<file path="src/rtl/hsf_pkg.sv">
package hsf_pkg;
    typedef enum logic [1:0] {K_READ = 2'd0, K_RSVD = 2'd1, K_PROG = 2'd2, K_ERASE = 2'd3} kind_t;
    typedef enum logic [1:0] {FR_WREN, FR_MAIN, FR_POLL} frame_t;

    localparam logic [7:0] OP_WREN = 8'h06;
    localparam logic [7:0] OP_PROG = 8'h02;
    localparam logic [7:0] OP_READ = 8'h03;
    localparam logic [7:0] OP_RDSR = 8'h05;

    function automatic logic [7:0] erase_opcode(input logic [1:0] g);
        case (g)
            2'd0:    return 8'h81;
            2'd1:    return 8'h20;
            2'd2:    return 8'h40;
            default: return 8'hD8;
        endcase
    endfunction

    function automatic logic [24:0] gran_mask(input logic [1:0] g);
        case (g)
            2'd0:    return 25'h00000FF;
            2'd1:    return 25'h0000FFF;
            2'd2:    return 25'h0001FFF;
            default: return 25'h000FFFF;
        endcase
    endfunction
endpackage

</file>
<file path="src/rtl/hsf_byte_shifter.sv">
module hsf_byte_shifter #(
    parameter int BYTE_W = 8
) (
    input  logic              clk,
    input  logic              rst_n,
    input  logic              start,
    input  logic [BYTE_W-1:0] tx_byte,
    input  logic              spi_miso,
    output logic              spi_sck,
    output logic              spi_mosi,
    output logic              done,
    output logic [BYTE_W-1:0] rx_byte,
    output logic              active
);
    localparam int BC_W = $clog2(BYTE_W);

    logic              phase_q;
    logic [BC_W-1:0]   bit_q;
    logic [BYTE_W-1:0] sh_q;

    always_ff @(posedge clk or negedge rst_n) begin
        if (!rst_n) begin
            active  <= 1'b0;
            phase_q <= 1'b0;
            bit_q   <= '0;
            sh_q    <= '0;
            done    <= 1'b0;
        end else begin
            done <= 1'b0;
            if (start) begin
                sh_q    <= tx_byte;
                active  <= 1'b1;
                phase_q <= 1'b0;
                bit_q   <= '0;
            end else if (active) begin
                if (!phase_q) begin
                    phase_q <= 1'b1;
                end else begin
                    phase_q <= 1'b0;
                    sh_q    <= {sh_q[BYTE_W-2:0], spi_miso};
                    bit_q   <= bit_q + 1'b1;
                    if (bit_q == BC_W'(BYTE_W - 1)) begin
                        active <= 1'b0;
                        done   <= 1'b1;
                    end
                end
            end
        end
    end

    assign spi_sck  = active & phase_q;
    assign spi_mosi = sh_q[BYTE_W-1];
    assign rx_byte  = sh_q;

    AST_START_WHEN_IDLE: assert property (@(posedge clk) disable iff (!rst_n)
        start |-> !active);
endmodule

</file>
<file path="src/rtl/hsf_sequencer.sv">
module hsf_sequencer
    import hsf_pkg::*;
#(
    parameter int DATA_BYTES = 64,
    parameter int POLL_LIMIT = 4096,
    parameter int PAGE_BYTES = 256,
    parameter int FLA_W      = 25
) (
    input  logic                          clk,
    input  logic                          rst_n,
    input  logic                          go,
    input  kind_t                         go_kind,
    input  logic [FLA_W-1:0]              go_fla,
    input  logic [$clog2(DATA_BYTES)-1:0] go_cnt,
    input  logic [1:0]                    granule,
    input  logic [7:0]                    buf_rd_data,
    output logic [$clog2(DATA_BYTES)-1:0] buf_rd_idx,
    output logic                          buf_wr_en,
    output logic [7:0]                    buf_wr_data,
    output logic                          busy,
    output logic                          evt_done,
    output logic                          evt_err,
    output logic                          evt_ael,
    output logic                          cs_n,
    output logic                          sh_start,
    output logic [7:0]                    sh_tx,
    input  logic                          sh_done,
    input  logic [7:0]                    sh_rx
);
    localparam int CNT_W  = $clog2(DATA_BYTES);
    localparam int IDX_W  = $clog2(DATA_BYTES + 5);
    localparam int PW     = $clog2(POLL_LIMIT + 1);
    localparam int PAGE_W = $clog2(PAGE_BYTES);

    typedef enum logic [2:0] {S_IDLE, S_CHECK, S_LOAD, S_WAIT, S_GAP} state_t;

    state_t             state_q, state_n;
    frame_t             frame_q, frame_n;
    logic [IDX_W-1:0]   idx_q, idx_n, last_idx;
    logic [PW-1:0]      poll_q, poll_n;
    kind_t              kind_q;
    logic [FLA_W-1:0]   fla_q;
    logic [CNT_W-1:0]   cnt_q;
    logic [1:0]         gran_q;
    logic               busy_bit_q, bad, crosses;

    always_ff @(posedge clk or negedge rst_n) begin
        if (!rst_n) begin
            state_q    <= S_IDLE;
            frame_q    <= FR_WREN;
            idx_q      <= '0;
            poll_q     <= '0;
            kind_q     <= K_READ;
            fla_q      <= '0;
            cnt_q      <= '0;
            gran_q     <= '0;
            busy_bit_q <= 1'b0;
        end else begin
            state_q <= state_n;
            frame_q <= frame_n;
            idx_q   <= idx_n;
            poll_q  <= poll_n;
            if (state_q == S_IDLE && go) begin
                kind_q <= go_kind;
                fla_q  <= go_fla;
                cnt_q  <= go_cnt;
                gran_q <= granule;
            end
            if (state_q == S_WAIT && sh_done && frame_q == FR_POLL && idx_q == IDX_W'(1))
                busy_bit_q <= sh_rx[0];
        end
    end

    assign crosses = ({1'b0, fla_q[PAGE_W-1:0]} + (PAGE_W+1)'(cnt_q)) > (PAGE_W+1)'(PAGE_BYTES - 1);
    assign bad = (kind_q == K_RSVD)
               || (kind_q == K_ERASE && (fla_q & gran_mask(gran_q)) != '0)
               || (kind_q != K_ERASE && crosses);

    always_comb begin
        case (frame_q)
            FR_WREN: last_idx = '0;
            FR_POLL: last_idx = IDX_W'(1);
            default: last_idx = (kind_q == K_ERASE) ? IDX_W'(3) : IDX_W'(cnt_q) + IDX_W'(4);
        endcase
    end

    assign buf_rd_idx  = CNT_W'(idx_q - IDX_W'(4));
    assign buf_wr_data = sh_rx;

    always_comb begin
        sh_tx = 8'h00;
        case (frame_q)
            FR_WREN: sh_tx = OP_WREN;
            FR_POLL: sh_tx = (idx_q == '0) ? OP_RDSR : 8'h00;
            default: begin
                case (idx_q)
                    IDX_W'(0): sh_tx = (kind_q == K_READ) ? OP_READ :
                                       (kind_q == K_PROG) ? OP_PROG : erase_opcode(gran_q);
                    IDX_W'(1): sh_tx = fla_q[23:16];
                    IDX_W'(2): sh_tx = fla_q[15:8];
                    IDX_W'(3): sh_tx = fla_q[7:0];
                    default:   sh_tx = (kind_q == K_PROG) ? buf_rd_data : 8'h00;
                endcase
            end
        endcase
    end

    always_comb begin
        state_n   = state_q;
        frame_n   = frame_q;
        idx_n     = idx_q;
        poll_n    = poll_q;
        sh_start  = 1'b0;
        buf_wr_en = 1'b0;
        evt_done  = 1'b0;
        evt_err   = 1'b0;
        evt_ael   = 1'b0;
        unique case (state_q)
            S_IDLE: if (go) state_n = S_CHECK;
            S_CHECK: begin
                if (bad) begin
                    evt_ael = 1'b1;
                    state_n = S_IDLE;
                end else begin
                    frame_n = (kind_q == K_READ) ? FR_MAIN : FR_WREN;
                    idx_n   = '0;
                    state_n = S_LOAD;
                end
            end
            S_LOAD: begin
                sh_start = 1'b1;
                state_n  = S_WAIT;
            end
            S_WAIT: begin
                if (sh_done) begin
                    buf_wr_en = (frame_q == FR_MAIN) && (kind_q == K_READ) && (idx_q >= IDX_W'(4));
                    if (idx_q == last_idx) begin
                        state_n = S_GAP;
                    end else begin
                        idx_n   = idx_q + 1'b1;
                        state_n = S_LOAD;
                    end
                end
            end
            S_GAP: begin
                idx_n = '0;
                case (frame_q)
                    FR_WREN: begin
                        frame_n = FR_MAIN;
                        state_n = S_LOAD;
                    end
                    FR_MAIN: begin
                        if (kind_q == K_READ) begin
                            evt_done = 1'b1;
                            state_n  = S_IDLE;
                        end else begin
                            frame_n = FR_POLL;
                            poll_n  = '0;
                            state_n = S_LOAD;
                        end
                    end
                    default: begin
                        if (!busy_bit_q) begin
                            evt_done = 1'b1;
                            state_n  = S_IDLE;
                        end else if (poll_q == PW'(POLL_LIMIT - 1)) begin
                            evt_err = 1'b1;
                            state_n = S_IDLE;
                        end else begin
                            poll_n  = poll_q + 1'b1;
                            state_n = S_LOAD;
                        end
                    end
                endcase
            end
            default: state_n = S_IDLE;
        endcase
    end

    assign busy = (state_q != S_IDLE);
    assign cs_n = !(state_q == S_LOAD || state_q == S_WAIT);

    AST_DONE_ERR_EXCL: assert property (@(posedge clk) disable iff (!rst_n)
        !(evt_done && evt_err));
    AST_POLL_BOUND: assert property (@(posedge clk) disable iff (!rst_n)
        (frame_q == FR_POLL && busy) |-> poll_q < PW'(POLL_LIMIT));
endmodule

</file>
<file path="src/rtl/flash_seq_ctrl.sv">
module flash_seq_ctrl
    import hsf_pkg::*;
#(
    parameter int DATA_BYTES = 64,
    parameter int POLL_LIMIT = 4096
) (
    input  logic        clk,
    input  logic        rst_n,
    input  logic        reg_we,
    input  logic [4:0]  reg_addr,
    input  logic [31:0] reg_wdata,
    output logic [31:0] reg_rdata,
    input  logic [1:0]  erase_gran,
    output logic        spi_sck,
    output logic        spi_cs_n,
    output logic        spi_mosi,
    input  logic        spi_miso
);
    localparam int CNT_W  = $clog2(DATA_BYTES);
    localparam int WORD_W = CNT_W - 2;
    localparam int REG_AW = WORD_W + 1;
    localparam logic [REG_AW-1:0] RA_CTRL = REG_AW'(0);
    localparam logic [REG_AW-1:0] RA_STAT = REG_AW'(1);
    localparam logic [REG_AW-1:0] RA_ADDR = REG_AW'(2);

    kind_t             kind_q;
    logic [CNT_W-1:0]  cnt_q;
    logic [31:0]       addr_q;
    logic              st_done, st_err, st_ael, lock_q;
    logic [7:0]        dbuf [DATA_BYTES];

    logic              seq_busy, go, stat_we, data_we;
    logic              evt_done, evt_err, evt_ael;
    logic [CNT_W-1:0]  buf_rd_idx;
    logic              buf_wr_en;
    logic [7:0]        buf_wr_data;
    logic              sh_start, sh_done, sh_active;
    logic [7:0]        sh_tx, sh_rx;
    logic [WORD_W-1:0] word_sel;

    assign word_sel = reg_addr[WORD_W-1:0];
    assign data_we  = reg_we && reg_addr[REG_AW-1];
    assign stat_we  = reg_we && reg_addr == RA_STAT;
    assign go       = reg_we && reg_addr == RA_CTRL && reg_wdata[0] && !seq_busy;

    always_ff @(posedge clk or negedge rst_n) begin
        if (!rst_n) begin
            kind_q  <= K_READ;
            cnt_q   <= '0;
            addr_q  <= '0;
            st_done <= 1'b0;
            st_err  <= 1'b0;
            st_ael  <= 1'b0;
            lock_q  <= 1'b0;
        end else begin
            if (reg_we && reg_addr == RA_CTRL && !seq_busy) begin
                kind_q <= kind_t'(reg_wdata[2:1]);
                cnt_q  <= reg_wdata[8 +: CNT_W];
            end
            if (reg_we && reg_addr == RA_ADDR) addr_q <= reg_wdata;
            st_done <= evt_done | (st_done & ~(stat_we & reg_wdata[0]));
            st_err  <= evt_err  | (st_err  & ~(stat_we & reg_wdata[1]));
            st_ael  <= evt_ael  | (st_ael  & ~(stat_we & reg_wdata[2]));
            lock_q  <= lock_q | (stat_we & reg_wdata[15]);
        end
    end

    always_ff @(posedge clk or negedge rst_n) begin
        if (!rst_n) begin
            for (int b = 0; b < DATA_BYTES; b++) dbuf[b] <= '0;
        end else begin
            for (int b = 0; b < DATA_BYTES; b++) begin
                if (buf_wr_en && buf_rd_idx == CNT_W'(b))
                    dbuf[b] <= buf_wr_data;
                else if (data_we && word_sel == WORD_W'(b / 4))
                    dbuf[b] <= reg_wdata[(b % 4) * 8 +: 8];
            end
        end
    end

    always_comb begin
        reg_rdata = '0;
        if (reg_addr[REG_AW-1]) begin
            for (int k = 0; k < 4; k++) reg_rdata[k*8 +: 8] = dbuf[{word_sel, 2'(k)}];
        end else if (reg_addr == RA_CTRL) begin
            reg_rdata[8 +: CNT_W] = cnt_q;
            reg_rdata[2:1]        = kind_q;
        end else if (reg_addr == RA_STAT) begin
            reg_rdata[15]  = lock_q;
            reg_rdata[5]   = seq_busy;
            reg_rdata[4:3] = erase_gran;
            reg_rdata[2:0] = {st_ael, st_err, st_done};
        end else if (reg_addr == RA_ADDR) begin
            reg_rdata = addr_q;
        end
    end

    hsf_sequencer #(.DATA_BYTES(DATA_BYTES), .POLL_LIMIT(POLL_LIMIT)) seq_i (
        .clk(clk), .rst_n(rst_n), .go(go), .go_kind(kind_t'(reg_wdata[2:1])),
        .go_fla(addr_q[24:0]), .go_cnt(reg_wdata[8 +: CNT_W]), .granule(erase_gran),
        .buf_rd_data(dbuf[buf_rd_idx]), .buf_rd_idx(buf_rd_idx), .buf_wr_en(buf_wr_en),
        .buf_wr_data(buf_wr_data), .busy(seq_busy), .evt_done(evt_done), .evt_err(evt_err),
        .evt_ael(evt_ael), .cs_n(spi_cs_n), .sh_start(sh_start), .sh_tx(sh_tx),
        .sh_done(sh_done), .sh_rx(sh_rx)
    );

    hsf_byte_shifter #(.BYTE_W(8)) shf_i (
        .clk(clk), .rst_n(rst_n), .start(sh_start), .tx_byte(sh_tx), .spi_miso(spi_miso),
        .spi_sck(spi_sck), .spi_mosi(spi_mosi), .done(sh_done), .rx_byte(sh_rx),
        .active(sh_active)
    );

    AST_LOCK_STICKY: assert property (@(posedge clk) disable iff (!rst_n)
        lock_q |=> lock_q);
    AST_IDLE_PINS_QUIET: assert property (@(posedge clk) disable iff (!rst_n)
        !seq_busy |-> (spi_cs_n && !spi_sck && !sh_active));
    AST_AEL_NO_FRAME: assert property (@(posedge clk) disable iff (!rst_n)
        $rose(st_ael) |-> ($past(spi_cs_n) && spi_cs_n));
    AST_SCK_IN_FRAME: assert property (@(posedge clk) disable iff (!rst_n)
        spi_sck |-> !spi_cs_n);
endmodule

</file>
<file path="config.mk">
export PLATFORM = sky130hd
export DESIGN_NAME = flash_seq_ctrl
export DESIGN_NICKNAME = d
export VERILOG_FILES = /design/src/rtl/hsf_pkg.sv /design/src/rtl/hsf_byte_shifter.sv /design/src/rtl/hsf_sequencer.sv /design/src/rtl/flash_seq_ctrl.sv
export SDC_FILE = /design/constraint.sdc
export NUM_CORES = 2
export LEC_CHECK = 0
export ABC_CLOCK_PERIOD_IN_PS = 4410
export BUFFER_PORTS_ARGS = -buffer_cell sky130_fd_sc_hd__buf_2
export CAP_MARGIN = 20
export CORE_UTILIZATION = 38
export DETAILED_ROUTE_END_ITERATION = 10
export PLACE_DENSITY = 0.56
export SLEW_MARGIN = 10
export SYNTH_ARGS = -nofsm -noshare
export SYNTH_HDL_FRONTEND = slang
export SYNTH_SLANG_ARGS = --single-unit
</file>
<file path="constraint.sdc">
create_clock -name clk -period 4.41 [get_ports clk]
set_input_delay 0.441 -clock clk [delete_from_list [all_inputs] [get_ports clk]]
set_output_delay 0.441 -clock clk [all_outputs]
set_load 0.005 [all_outputs]
</file>
==> metrics.txt <==
# TYPE chip_impl_metric gauge
chip_impl_info{name="run_status",value="finished, final reports clean"} 1
chip_impl_metric{name="setup_viol_count_final",unit=""} 0
chip_impl_metric{name="synthesis.yosys.warnings",unit=""} 0
chip_impl_metric{name="fin_crit",unit="ns"} 3.648
chip_impl_info{name="criticalPathCategory",value="primary input to output pin"} 1
chip_impl_metric{name="power.ir.vdd_worst",unit="mV"} 0.2676
chip_impl_metric{name="route.antenna.remaining_nets",unit=""} 0
chip_impl_metric{name="finalSetupTns",unit="ns"} 0
chip_impl_info{name="end_kind",value="output pin"} 1
chip_impl_metric{name="grt.overflow.total",unit=""} 0
chip_impl_metric{name="cp.arrival",unit="ns"} 3.21
chip_impl_metric{name="cts_post_setup_buffers_inserted",unit=""} 0
chip_impl_metric{name="clock_insertion_delay_worst_skew",unit="ns"} 0.66
chip_impl_metric{name="post-route-util",unit=""} 0.4255
chip_impl_info{name="timing.hold.worst.class",value="primary input to flop"} 1
chip_impl_metric{name="synth_seq_area_share",unit=""} 0.4113
chip_impl_metric{name="drt_first_iter_violations",unit=""} 4161
chip_impl_metric{name="grt_antenna_before_repair",unit=""} 17
chip_impl_metric{name="fillerInstances",unit=""} 9416
chip_impl_metric{name="critical_path.max_fanout",unit=""} 62
chip_impl_metric{name="num_io_pins",unit=""} 78
chip_impl_metric{name="max_cap_viol_count",unit=""} 0
chip_impl_metric{name="vias",unit=""} 30220
chip_impl_metric{name="slew-limit-headroom",unit=""} 0.2431
chip_impl_metric{name="cts.sinks",unit=""} 630
chip_impl_metric{name="floorplan.die_area",unit="um2"} 102100
chip_impl_metric{name="routed_wire_length_per_instance",unit="um"} 32.36
chip_impl_metric{name="layout.nets",unit=""} 3476
chip_impl_metric{name="synthDistinctLibCells",unit=""} 73
chip_impl_metric{name="flow.area_growth_from_synthesis",unit="%"} 11.02
chip_impl_metric{name="worst_setup_hold_path_clk_slew",unit="ns"} 0.06
chip_impl_metric{name="detailedPlacementHpwl",unit="mm"} 109.6
chip_impl_metric{name="netlist_area",unit="um2"} 38330
chip_impl_metric{name="grt_pass1_wl",unit="mm"} 222.2
chip_impl_metric{name="layout.cell_area.non_filler",unit="um2"} 42550
chip_impl_metric{name="post_cts_resized",unit=""} 0
chip_impl_info{name="tritoncts_clock_tree",value="done"} 1
chip_impl_metric{name="grtUsageTotal",unit=""} 0.3015
chip_impl_metric{name="timing_worst_slew_pin_value",unit="ns"} 1.127
chip_impl_metric{name="placedCellCount",unit=""} 4627
chip_impl_metric{name="overall_power",unit="mW"} 17.97
chip_impl_metric{name="port_buffers",unit=""} 77
chip_impl_metric{name="coreArea",unit="um2"} 100000
chip_impl_metric{name="p_per_area",unit="nW/um2"} 422.3
chip_impl_info{name="ys.flop_type",value="dfrtp_1"} 1
chip_impl_metric{name="die_width",unit="um"} 319.6
chip_impl_metric{name="final_number_of_hold_violating_endpoints",unit=""} 0
chip_impl_metric{name="weighted_congestion_reported_at_the_end_of_routability_driven_placement",unit=""} 1.013
chip_impl_info{name="rsz0062_at_grt",value="false"} 1
chip_impl_metric{name="p_leak",unit="nW"} 16.37
chip_impl_metric{name="drt_pass1_iterations",unit=""} 7
chip_impl_metric{name="cts_htree_levels",unit=""} 3
chip_impl_metric{name="placedInstanceArea",unit="um2"} 39860
chip_impl_metric{name="totalWireLength",unit="mm"} 154.4
chip_impl_metric{name="fp-row-count",unit=""} 116
chip_impl_metric{name="required",unit="ns"} 3.97
chip_impl_metric{name="numCtsBuffers",unit=""} 75
chip_impl_metric{name="final_number_of_max_transition_violations",unit=""} 0
chip_impl_metric{name="floorplan.die.height",unit="um"} 319.6
chip_impl_metric{name="clk_path_buf_depth",unit=""} 3
chip_impl_metric{name="number_of_design_rule_violations_left_after_detail_routing",unit=""} 0
chip_impl_metric{name="async_flop_share",unit=""} 1.000
chip_impl_info{name="startpoint_type",value="primary input"} 1
chip_impl_metric{name="syn_area_per_cell",unit="um2"} 10.87
chip_impl_metric{name="syn-instance-count",unit=""} 3525
chip_impl_metric{name="postSynthNetCount",unit=""} 3593
chip_impl_metric{name="worst_clock_skew",unit="ns"} 0.03194
chip_impl_metric{name="initial_utilization",unit=""} 0.3833
chip_impl_metric{name="final.period_utilization",unit=""} 0.8272
chip_impl_info{name="ctsRootBufferMaster",value="clkbuf_16"} 1
chip_impl_metric{name="stdcell_count",unit=""} 4771
chip_impl_metric{name="finalWorstSetupSlack",unit="ns"} 0.7619
chip_impl_metric{name="edff_count_synth",unit=""} 0
chip_impl_metric{name="drt-vias-per-instance",unit=""} 6.335
chip_impl_metric{name="place_ws",unit="ns"} 0.9063
chip_impl_metric{name="share_of_final_layout_standard_cells_stronger_than_drive_strength_1",unit=""} 0.2152
chip_impl_metric{name="grt_pass1_vias",unit=""} 28200
chip_impl_metric{name="final.hold.worst_slack",unit="ns"} 0.06756
chip_impl_metric{name="fmax",unit="MHz"} 274.1
chip_impl_metric{name="postSynthRegisterBits",unit=""} 630
chip_impl_metric{name="grt_start_max_net_pins",unit=""} 91
kinds of logic after synthesis:
| group | Yosys count | share of synthesized area |
|---|---|---|
| simple gates | 873 | 0.09826 |
| compound gates | 702 | 0.1027 |
| xor+xnor | 15 | 0.003983 |
| flops | 630 | 0.4113 |
| mux | 895 | 0.3309 |
| fa+ha+maj | 25 | 0.008357 |
| buf+inv | 385 | 0.04453 |
report_power, final:
| part | switching, mW | internal, mW |
|---|---|---|
| logic | 1.66 | 1.68 |
| clock network | 2.71 | 4.08 |
| registers | 1.09 | 6.76 |
path summary, 6_finish.rpt:
kind | end | slack [ns] | depth (start not counted) | startpoint
setup / recovery | reg_rdata[12] | 0.76 | 6 | reg_addr[1]
hold / removal | seq_i.gran_q[1] | 0.07 | 2 | erase_gran[1]
setup reg to reg | shf_i.rx_byte[6] | 0.78 | 9 | seq_i.idx_q[3]
hold reg to reg | lock_q | 0.48 | 1 | lock_q
max in group asynchronous | seq_i.idx_q[0] | 2.90 | 3 | rst_n
min in group asynchronous | dbuf[33] | 0.46 | 2 | rst_n
cell type report:
| class | instances | area [um2] | area share |
|---|---|---|---|
| multi-input combinational | 2510 | 21010 | 0.4937 |
| sequential | 630 | 15790 | 0.3711 |
| clock buffer | 105 | 2202 | 0.05175 |
| tap | 1298 | 1624 | 0.03817 |
| timing repair buffer | 167 | 1365 | 0.03208 |
| clock inverter | 31 | 454.2 | 0.01067 |
| inverter | 24 | 90.09 | 0.002117 |
| antenna | 6 | 15.01 | 0.0003528 |
critical path, stage by stage:
cell and delay [ns]:
buf_6 0.56, inv_1 0.31, nor4_4 0.99, a22oi_1 0.21
o21ai_0 0.43, buf_2 0.20
timing repair:
item / in CTS / in global routing
hold endpoints to repair: 81 / 0
hold buffers: 1 / 0
setup endpoints to repair: 0 / 0
layout by cell type, fill, tap and decap left out, types with 9 or more instances in the layout:
master / netlist / final
clkbuf_8: 0 / 17
a21oi_1: 516 / 516
a22oi_1: 37 / 37
a222oi_1: 11 / 11
clkbuf_1: 164 / 11
dfrtp_1: 630 / 620
nand2b_1: 9 / 9
nor3_1: 10 / 10
ha_1: 24 / 23
nand4_1: 12 / 12
buf_12: 0 / 22
nand2_2: 39 / 40
nor2_1: 558 / 549
and3_1: 17 / 17
buf_2: 132 / 74
clkinv_2: 0 / 10
a22o_1: 36 / 36
mux2_2: 76 / 76
nor2_4: 0 / 12
nand3_1: 30 / 29
bufinv_16: 0 / 10
clkbuf_16: 0 / 77
mux4_2: 290 / 290
inv_1: 22 / 22
o21ai_0: 56 / 56
mux2i_1: 529 / 529
nand2_1: 136 / 135
buf_4: 14 / 67
flip-flops by register name, summed over array words and instances, names as in the netlist, 2 cells and up:
| signal | cells |
|---|---|
| seq_i.gran_q | 2 |
| seq_i.frame_q | 2 |
| seq_i.fla_q | 24 |
| dbuf | 512 |
| seq_i.cnt_q | 6 |
| cnt_q | 6 |
| addr_q | 32 |
| seq_i.idx_q | 7 |
| seq_i.kind_q | 2 |
| shf_i.bit_q | 3 |
| kind_q | 2 |
| seq_i.state_q | 3 |
| seq_i.poll_q | 13 |
| shf_i.rx_byte | 8 |
Yosys cell counts (all sizes together), types with 11 or more instances:
library cell	instances	share of area
a21oi	516	0.067
nand2	175	0.020
a22o	36	0.0082
nand3	30	0.0039
mux4	290	0.17
ha	24	0.0078
nand4	12	0.0020
mux2i	529	0.14
a222oi	11	0.0029
dfrtp	630	0.41
and3	23	0.0040
nor2	562	0.055
clkbuf	166	0.016
o21ai	58	0.0076
buf	195	0.026
inv	22	0.0022
a22oi	37	0.0072
mux2	76	0.022
routing by layer:
layer	track usage	wire, um	share of wire	up-vias
met1	0.4203	62840	0.41	15320
li1	-	-	-	12680
met2	0.4354	66810	0.43	1881
met5	0.01324	257	0.0017	-
met3	0.08625	17280	0.11	333
met4	0.1271	7226	0.047	12
(Power assumes the default switching activity.)
